## src/rtl/dma_chain_pkg.sv

```systemverilog
package dma_chain_pkg;
  localparam int ADDR_W = 32;
  localparam int OFF_W  = 18;
  localparam int CNT_W  = OFF_W;
  localparam int PAGE_W = ADDR_W - OFF_W - 2;

  localparam int IRQ_BIT   = 31;
  localparam int EN_BIT    = 29;
  localparam int IE_BIT    = 27;
  localparam int DIR_BIT   = 25;
  localparam int BURST_BIT = 24;

  localparam logic [1:0] SEL_LIVE_ADDR  = 2'd0;
  localparam logic [1:0] SEL_NEXT_ADDR  = 2'd1;
  localparam logic [1:0] SEL_LIVE_COUNT = 2'd2;
  localparam logic [1:0] SEL_CTRL       = 2'd3;

  typedef struct packed {
    logic loadNextAddr;
    logic loadNextCount;
    logic advance;
    logic handover;
  } dmaStrobe_t;
endpackage

```

## src/rtl/dma_chain_ctrl.sv

```systemverilog
module dma_chain_ctrl
  import dma_chain_pkg::*;
(
  input  logic       clk,
  input  logic       rstN,
  input  logic       busWr,
  input  logic [1:0] busSel,
  input  logic       wrEn,
  input  logic       wrIe,
  input  logic       wrDir,
  input  logic       wrBurst,
  input  logic       memAck,
  input  logic       countZero,
  input  logic       lastWord,
  output dmaStrobe_t strb,
  output logic       memReq,
  output logic       ctrlEn,
  output logic       ctrlIe,
  output logic       ctrlDir,
  output logic       ctrlBurst,
  output logic       irqFlag
);
  logic nextValid;
  logic ctrlWr;
  logic done;

  assign ctrlWr = busWr && (busSel == SEL_CTRL);
  assign memReq = ctrlEn && !countZero;
  assign done   = strb.advance && lastWord;

  always_comb begin
    strb.loadNextAddr  = busWr && (busSel == SEL_NEXT_ADDR);
    strb.loadNextCount = ctrlWr;
    strb.advance       = memReq && memAck;
    strb.handover      = nextValid && (done || countZero);
  end

  always_ff @(posedge clk) begin
    if (!rstN) begin
      ctrlEn    <= 1'b0;
      ctrlIe    <= 1'b0;
      ctrlDir   <= 1'b0;
      ctrlBurst <= 1'b0;
      nextValid <= 1'b0;
    end else if (ctrlWr) begin
      ctrlEn    <= wrEn;
      ctrlIe    <= wrIe;
      ctrlDir   <= wrDir;
      ctrlBurst <= wrBurst;
      nextValid <= wrEn;
    end else if (strb.handover) begin
      nextValid <= 1'b0;
    end
  end

  always_ff @(posedge clk) begin
    if (!rstN) irqFlag <= 1'b0;
    else if (done && ctrlIe) irqFlag <= 1'b1;
    else if (ctrlWr) irqFlag <= 1'b0;
  end
endmodule

```

## src/rtl/dma_chain_datapath.sv

```systemverilog
module dma_chain_datapath
  import dma_chain_pkg::*;
#(
  parameter int AW = ADDR_W,
  parameter int OW = OFF_W,
  parameter int CW = CNT_W
) (
  input  logic          clk,
  input  logic          rstN,
  input  dmaStrobe_t    strb,
  input  logic [AW-3:0] wrAddr,
  input  logic [CW-1:0] wrCount,
  output logic [AW-1:0] curAddr,
  output logic [AW-1:0] nextAddr,
  output logic [CW-1:0] curCount,
  output logic [CW-1:0] nextCount,
  output logic          countZero,
  output logic          lastWord
);
  localparam int PW = AW - OW - 2;

  logic [PW-1:0]  curPage;
  logic [OW-1:0]  curOff;
  logic [AW-3:0]  nextWord;

  always_ff @(posedge clk) begin
    if (!rstN) begin
      curPage  <= '0;
      curOff   <= '0;
      curCount <= '0;
    end else if (strb.handover) begin
      {curPage, curOff} <= nextWord;
      curCount          <= nextCount;
    end else if (strb.advance) begin
      curOff   <= curOff + 1'b1;
      curCount <= curCount - 1'b1;
    end
  end

  always_ff @(posedge clk) begin
    if (!rstN) begin
      nextWord  <= '0;
      nextCount <= '0;
    end else begin
      if (strb.loadNextAddr)  nextWord  <= wrAddr;
      if (strb.loadNextCount) nextCount <= wrCount;
    end
  end

  assign curAddr   = {curPage, curOff, 2'b00};
  assign nextAddr  = {nextWord, 2'b00};
  assign countZero = (curCount == '0);
  assign lastWord  = (curCount == CW'(1));
endmodule

```

## src/rtl/dma_chain_channel.sv

```systemverilog
module dma_chain_channel
  import dma_chain_pkg::*;
(
  input  logic        clk,
  input  logic        rstN,
  input  logic        busWr,
  input  logic [1:0]  busSel,
  input  logic [31:0] busWrData,
  output logic [31:0] busRdData,
  output logic        memReq,
  output logic [31:0] memAddr,
  output logic        memRead,
  output logic        memBurst,
  input  logic        memAck,
  output logic        irq,
  output logic [31:0] liveAddr,
  output logic [31:0] liveCount
);
  dmaStrobe_t       strb;
  logic [31:0]      curAddr, nextAddr;
  logic [CNT_W-1:0] curCount, nextCount;
  logic             countZero, lastWord;
  logic             ctrlEn, ctrlIe, ctrlDir, ctrlBurst, irqFlag;
  logic [31:0]      ctrlWord, countWord;
  logic             unusedWrBits;

  assign unusedWrBits = ^{busWrData[1:0], busWrData[31:30], busWrData[28],
                          busWrData[26], busWrData[23:20]};

  dma_chain_ctrl uCtrl (
    .clk(clk), .rstN(rstN), .busWr(busWr), .busSel(busSel),
    .wrEn(busWrData[EN_BIT]), .wrIe(busWrData[IE_BIT]),
    .wrDir(busWrData[DIR_BIT]), .wrBurst(busWrData[BURST_BIT]),
    .memAck(memAck), .countZero(countZero), .lastWord(lastWord),
    .strb(strb), .memReq(memReq), .ctrlEn(ctrlEn), .ctrlIe(ctrlIe),
    .ctrlDir(ctrlDir), .ctrlBurst(ctrlBurst), .irqFlag(irqFlag)
  );

  dma_chain_datapath uData (
    .clk(clk), .rstN(rstN), .strb(strb),
    .wrAddr(busWrData[31:2]), .wrCount(busWrData[CNT_W+1:2]),
    .curAddr(curAddr), .nextAddr(nextAddr), .curCount(curCount),
    .nextCount(nextCount), .countZero(countZero), .lastWord(lastWord)
  );

  always_comb begin
    ctrlWord            = '0;
    ctrlWord[IRQ_BIT]   = irqFlag;
    ctrlWord[EN_BIT]    = ctrlEn;
    ctrlWord[IE_BIT]    = ctrlIe;
    ctrlWord[DIR_BIT]   = ctrlDir;
    ctrlWord[BURST_BIT] = ctrlBurst;
    ctrlWord[CNT_W+1:2] = nextCount;
    countWord           = '0;
    countWord[CNT_W+1:2] = curCount;
  end

  always_comb begin
    unique case (busSel)
      SEL_LIVE_ADDR:  busRdData = curAddr;
      SEL_NEXT_ADDR:  busRdData = nextAddr;
      SEL_LIVE_COUNT: busRdData = countWord;
      default:        busRdData = ctrlWord;
    endcase
  end

  assign memAddr   = curAddr;
  assign memRead   = ctrlDir;
  assign memBurst  = ctrlBurst;
  assign irq       = irqFlag;
  assign liveAddr  = curAddr;
  assign liveCount = countWord;
endmodule

```

## config.mk

```make
export PLATFORM = sky130hd
export DESIGN_NAME = dma_chain_channel
export DESIGN_NICKNAME = d
export VERILOG_FILES = /design/src/rtl/dma_chain_pkg.sv /design/src/rtl/dma_chain_ctrl.sv /design/src/rtl/dma_chain_datapath.sv /design/src/rtl/dma_chain_channel.sv
export SDC_FILE = /design/constraint.sdc
export NUM_CORES = 1
export LEC_CHECK = 0
export ABC_AREA = 1
export BUFFER_PORTS_ARGS = -buffer_cell sky130_fd_sc_hd__buf_2
export CORE_MARGIN = 2
export CORE_UTILIZATION = 30
export DETAILED_ROUTE_END_ITERATION = 12
export PLACE_DENSITY = 0.58
export REMOVE_ABC_BUFFERS = 1
export SLEW_MARGIN = 15
export SYNTH_ARGS = -nofsm -noshare
export SYNTH_HDL_FRONTEND = slang
export SYNTH_SLANG_ARGS = --single-unit
export TNS_END_PERCENT = 20
```

## constraint.sdc

```tcl
create_clock -name clk -period 3.5 [get_ports clk]
set_input_delay 0.35 -clock clk [delete_from_list [all_inputs] [get_ports clk]]
set_output_delay 0.35 -clock clk [all_outputs]
set_load 0.02 [all_outputs]
```

==> flow_summary.toml, run 1 <==
[clocking]
htreeDepth = 3
clk_latency_ps = 360
clock-sinks = 102
postCtsSetupBuffers = 0
cts_resized = 0
cts_buffers = 9
cts-root-buf = "clkbuf_16"
tritoncts = "done"
cts.reportedPaths.clkPinSlew_ps = 70
cts_hold_buf = 0
cts_buffer_depth = 2

[floorplanning]
design.die.area_um2 = 21600
core_um2 = 20200
die_w_um = 147
num_io_pins = 170
die_h_um = 147
initial_core_util_pct = 30.4
rows = 52

[yosys]
yosysMostFrequentCell = "nand2_1"
avgSynthCellArea_um2 = 6.59
netlist_area_um2 = 6140
synthArstFlopShare_pct = 0
synth_cell_types = 36
synth_commonest_cells = "nand2_1 (200), dfxtp_1 (102), nor2_1 (102)"
yosys_warnings = 0
yosysTopAreaCell = "dfxtp_1"
yosysSeqAreaShare_pct = 33.3
synth.area.top_cells = "dfxtp_1 (33%), nand2_1 (12%), buf_4 (7.1%)"
yosys_register_bits = 102
synth_top_area_share_pct = 33.3
synth_edf_count = 0
postSynthCellCount = 932
synth_flop_cell = "dfxtp_1"

[layout]
fin_nets = 1055
finish.utilization_pct = 34.7
drive_above_1_share_pct = 18.3
final_cells = 1288
stdcell_area_um2 = 7000
fill_cells = 2293
syn_to_final_growth_pct = 14.1
n_antenna_cell = 0

[setup_path]
critPathCaptureType = "register"
cp.arrival_ps = 3090
required_ps = 3790
path_max_fanout = 42
path_class = "register to register"
cp-start-kind = "register"

[timing]
worst_slew_pin_slew_ps = 1140
fin_crit_ps = 2800
fmax_ghz = 0.357
setup_viol = 0
worst_slack_ps = 699
slew_headroom_pct = 23.8
finalMaxSlewViolations = 0
finClkSkew_ps = 12.4
fin_crit_sh_pct = 80.0
rsz0062_at_grt = "no"
timing.final.hold_violations = 0

[routing]
dr_wl_met2_um = 9540
drtPass1Iterations = 5
top_layer_used = "met4"
viasPerCell = 4.85
ant_nets = 0
met1_length_um = 9360
drt_iter0_markers = 473
wl_per_cell_um = 15.7
vias = 6241
route.detailed.drc = 0
wl_um = 20200
wl_met3_um = 1060

[min_path]
hold_path.class = "primary input to register"

[placement]
gp_congestion = 0.867
placedCellCount = 1272
hpwl_um = 13500
place_ws_ps = 709
io_buffers = 147
placed_area_um2 = 6740

[grt]
overflow = 0
grt_pass1_vias = 5636
grt_max_degree = 77
grt_pass1_wl_um = 31300
track_usage_pct = 18.3
antenna_found_initial = 0

[pwr]
irDropWorstVdd_mv = 0.223
power_density_nw_per_um2 = 382
leakage_nw = 3.35

[run_status]
status = "complete, no violations"

[run]
drv_cap = 0
per-stage QoR:
stage	hold slack [ps]	setup TNS [ps]	total power [W]
global route	259	0	0.00279
global placement	448	0	0.00175
CTS	247	0	0.00269
floorplan	435	-4670	0.00156
detailed placement	454	0	0.00175
finish	253	0	0.00268
final cells by class:
| type | count | area, µm² | share of cell area (%) |
|---|---|---|---|
| clock buffers | 15 | 258 | 3.68 |
| clock inverters | 1 | 5.00 | 0.0715 |
| inverters | 88 | 330 | 4.72 |
| multi-input cells | 653 | 3200 | 45.7 |
| flip-flops and latches | 102 | 2040 | 29.2 |
| well taps | 270 | 338 | 4.82 |
| repair buffers | 159 | 826 | 11.8 |
kinds of logic (layout without fill, tap and decap cells):
group / count (synthesis) / in the layout / synth area share, %
AO/OA/AOI/OAI: 199 / 199 / 19.3
adder cells (fa/ha/maj): 4 / 4 / 0.815
flip-flops: 102 / 102 / 33.3
AND/OR/NAND/NOR: 410 / 410 / 27.9
XOR/XNOR: 20 / 20 / 2.85
other: 1 / 20 / 0.0611
buffers and inverters: 196 / 263 / 15.8
sequential cells by signal, summed over array words and instances (netlist names):
signal and count:
uData.curPage 12, uData.nextCount 18, uCtrl.nextValid 1, uData.curOff 18, uCtrl.ctrlEn 1, uCtrl.ctrlBurst 1
uData.nextWord 30, uData.curCount 18, uCtrl.ctrlIe 1, uCtrl.ctrlDir 1, uCtrl.irqFlag 1
path summary, 6_finish.rpt:
check | cells past startpoint | slack, ps | end | start
setup / recovery | 11 | 700 | uData.curPage[5] | uData.curCount[0]
hold / removal | 3 | 250 | uData.nextCount[1] | busWrData[3]
setup reg to reg | 11 | 700 | uData.curPage[5] | uData.curCount[0]
hold reg to reg | 2 | 460 | uData.nextWord[26] | uData.nextWord[26]
where the power goes:
| group | total [W] | leakage [nW] | switching (W) | internal, W |
|---|---|---|---|---|
| Combinational | 0.000491 | 2.39 | 0.000358 | 0.000133 |
| Clock | 0.000949 | 0.128 | 0.000446 | 0.000503 |
| Sequential | 0.00124 | 0.828 | 0.0000346 | 0.00120 |
per-layer routing:
metal | GRT usage [%] | up-vias
met5 | 0 | -
met4 | 5.29 | 0
met3 | 2.95 | 18
met2 | 30.5 | 188
met1 | 24.5 | 2890
li1 | - | 3145
layout by cell type, fill, tap and decap left out, types with 2 or more instances in the layout:
cell / netlist / routed
clkbuf_16: 0 / 9
inv_1: 84 / 84
xnor2_1: 6 / 6
nand2_1: 200 / 200
clkbuf_1: 34 / 5
nor2_2: 2 / 4
nor2_1: 102 / 100
a21oi_2: 2 / 2
xor2_1: 14 / 14
nand3_1: 86 / 86
o21ai_0: 63 / 63
a21oi_1: 75 / 75
dfxtp_1: 102 / 102
o2111ai_1: 14 / 14
nand2_4: 2 / 2
ha_1: 4 / 4
nand4_1: 5 / 5
o22ai_1: 2 / 2
o211ai_1: 36 / 36
o221ai_1: 3 / 3
buf_2: 13 / 147
or2_2: 3 / 3
buf_4: 58 / 12
conb_1: 1 / 20
clkinv_1: 3 / 3
nor3_1: 5 / 5
worst max-delay path, cell delays in order, from the launching register on:
cell and delay (ps):
dfxtp_1 470, inv_1 190, ha_1 230, nand3_1 110
nor2_2 60, nand2_4 340, nand3_2 220, o21bai_4 210
nand2_4 320, inv_2 370, nor2_1 70, nor2_1 100
(Power assumes the default switching activity.)
==> inputs of run 2 (changes only) <==
--- a/config.mk
+++ b/config.mk
@@ -10,7 +10,7 @@
 export CORE_MARGIN = 2
 export CORE_UTILIZATION = 30
 export DETAILED_ROUTE_END_ITERATION = 12
-export PLACE_DENSITY = 0.58
+export PLACE_DENSITY = 0.6
 export REMOVE_ABC_BUFFERS = 1
 export SLEW_MARGIN = 15
 export SYNTH_ARGS = -nofsm -noshare
==> constraint.sdc (replaced) <==
create_clock -name clk -period 2.5 [get_ports clk]
set_input_delay 0.25 -clock clk [delete_from_list [all_inputs] [get_ports clk]]
set_output_delay 0.25 -clock clk [all_outputs]
set_load 0.02 [all_outputs]
==> run 2 against run 1 <==
  * Sequential power up 39%
  * Critical path depth up 1
  * Non-clock buffer count up 29
  * Sequential share of layout area down 1.3 points
  * Combinational power up 51%
  * Register-to-register slack worse by 400 ps
  * Clock skew down 1.4 ps
  * Largest power group unchanged
  * Highest routed layer unchanged
==> flow_summary.toml, run 2 (synthesis results as in run 1) <==
[routing]
vias = 6419
route.detailed.drc = 0
drtPass1Iterations = 5
wl_um = 20400
drt_iter0_markers = 463
ant_nets = 0
wl_per_cell_um = 15.5
viasPerCell = 4.87

[floorplanning]
core_um2 = 20200
die_w_um = 147
die_h_um = 147
design.die.area_um2 = 21600
rows = 52
num_io_pins = 170
initial_core_util_pct = 30.4

[timing]
timing.final.hold_violations = 0
finClkSkew_ps = 11.0
whs_ps = 151
fin_crit_ps = 2200
fmax_ghz = 0.455
finalMaxSlewViolations = 0
rsz0062_at_grt = "no"
worst_slack_ps = 300
fin_crit_sh_pct = 88.0
slew_headroom_pct = 61.5
worst_slew_pin_slew_ps = 578
setup_viol = 0

[grt]
grt_max_degree = 46
grt_pass1_wl_um = 31400
busiest_layer = "met2"
overflow = 0
met3_usage_pct = 3.39
grt_util_met2_pct = 30.9
antenna_found_initial = 0
grtUsageMet1_pct = 24.0
grt_pass1_vias = 5805
track_usage_pct = 18.5

[layout]
final_cells = 1317
layout_common_cells = "nand2_1 (200), buf_2 (147), dfxtp_1 (102)"
final_common_cell = "nand2_1"
largest_reg_flops = 30
top_register = "uData.nextWord"
stdcell_area_um2 = 7320
syn_to_final_growth_pct = 19.3
fin_nets = 1084
n_antenna_cell = 0
drive_above_1_share_pct = 21.0

[setup_path]
crit_buf_inv = 3
path_max_fanout = 23
cpLargestDelayFamily = "simple AND/OR/NAND/NOR gates"
cp-start-kind = "register"
cp.arrival_ps = 2510
path_class = "register to register"
crit_top_cell = "nand3_1"
critical_path.cell_chain = "inv_1 -> ha_1 -> nand3_1 -> nor2_2 -> nand2_4 -> nand3_2 -> o21bai_4 -> buf_4 -> nand3_1 -> nand3_1 -> nand2_1 -> inv_1"
slowest_delay_ps = 340
critPathCaptureType = "register"
required_ps = 2810
slowest_stage = "dfxtp_1"

[clocking]
cts_buffers = 9
cts_resized = 0
tritoncts = "done"
cts_hold_buf = 0
clk_latency_ps = 360
clock-sinks = 102
cts-root-buf = "clkbuf_16"
cts_buffer_depth = 2
postCtsSetupBuffers = 0
cts.reportedPaths.clkPinSlew_ps = 70
htreeDepth = 3

[pwr]
irDropWorstVdd_mv = 0.320
power.share.combinational_pct = 18.3
p_sw_w = 0.00124
power_density_nw_per_um2 = 553
sw_frac_of_total_pct = 30.6
leakage_nw = 3.53
power_frac_clock_pct = 39.2
power.internal_w = 0.00281
p_seq_share_pct = 42.5

[placement]
io_buffers = 147
placed_area_um2 = 6980
place_ws_ps = 201
gp_congestion = 0.839
placedCellCount = 1301
hpwl_um = 14300

[run]
drv_cap = 0

[run_status]
status = "complete, no violations"

[min_path]
hold_path.class = "primary input to register"
run 2: path summary, 6_finish.rpt:
kind                            from            endpoint  slack, ps  cells past startpoint
hold reg to reg   uData.nextWord[19]  uData.nextWord[19]        460                      2
hold / removal          busWrData[3]  uData.nextCount[1]        150                      3
setup / recovery   uData.curCount[0]  uData.curCount[10]        300                     12
setup reg to reg   uData.curCount[0]  uData.curCount[10]        300                     12
run 2: worst min-delay path, cell delays in order:
cell	delay [ps]
buf_2	110
nand2_1	60
a21oi_1	50
run 2: routing by layer:
metal,vias to the layer above,wire (µm)
met5,-,0
met4,0,538
met3,42,1360
met2,238,9560
met1,2937,8920
li1,3202,-
run 2: power by group through the flow:
stage	sequential (W)	clock, W	combinational (W)
after CTS	0.00172	0.00161	0.000734
after global placement	0.00176	0	0.000732
after detailed placement	0.00176	0	0.000731
final	0.00172	0.00159	0.000741
after global routing	0.00173	0.00167	0.000810
after floorplan	0.00179	0	0.000384
run 2: final cells by class:
class                      instances  area [µm²]
sequential                       102        2040
fill                            2207       12800
clock inverter                     6        92.6
multi-input combinational        653        3210
timing repair buffer             188        1070
inverter                          88         332
tap                              270         338
clock buffer                      10         239
run 2: per-stage QoR:
stage	setup TNS (ps)	total power [W]	utilization [%]
after detailed placement	0	0.00249	34.6
after floorplan	-55770	0.00218	-
after CTS	0	0.00406	36.3
after global routing	0	0.00421	36.3
final	0	0.00405	36.3
after global placement	0	0.00249	34.6
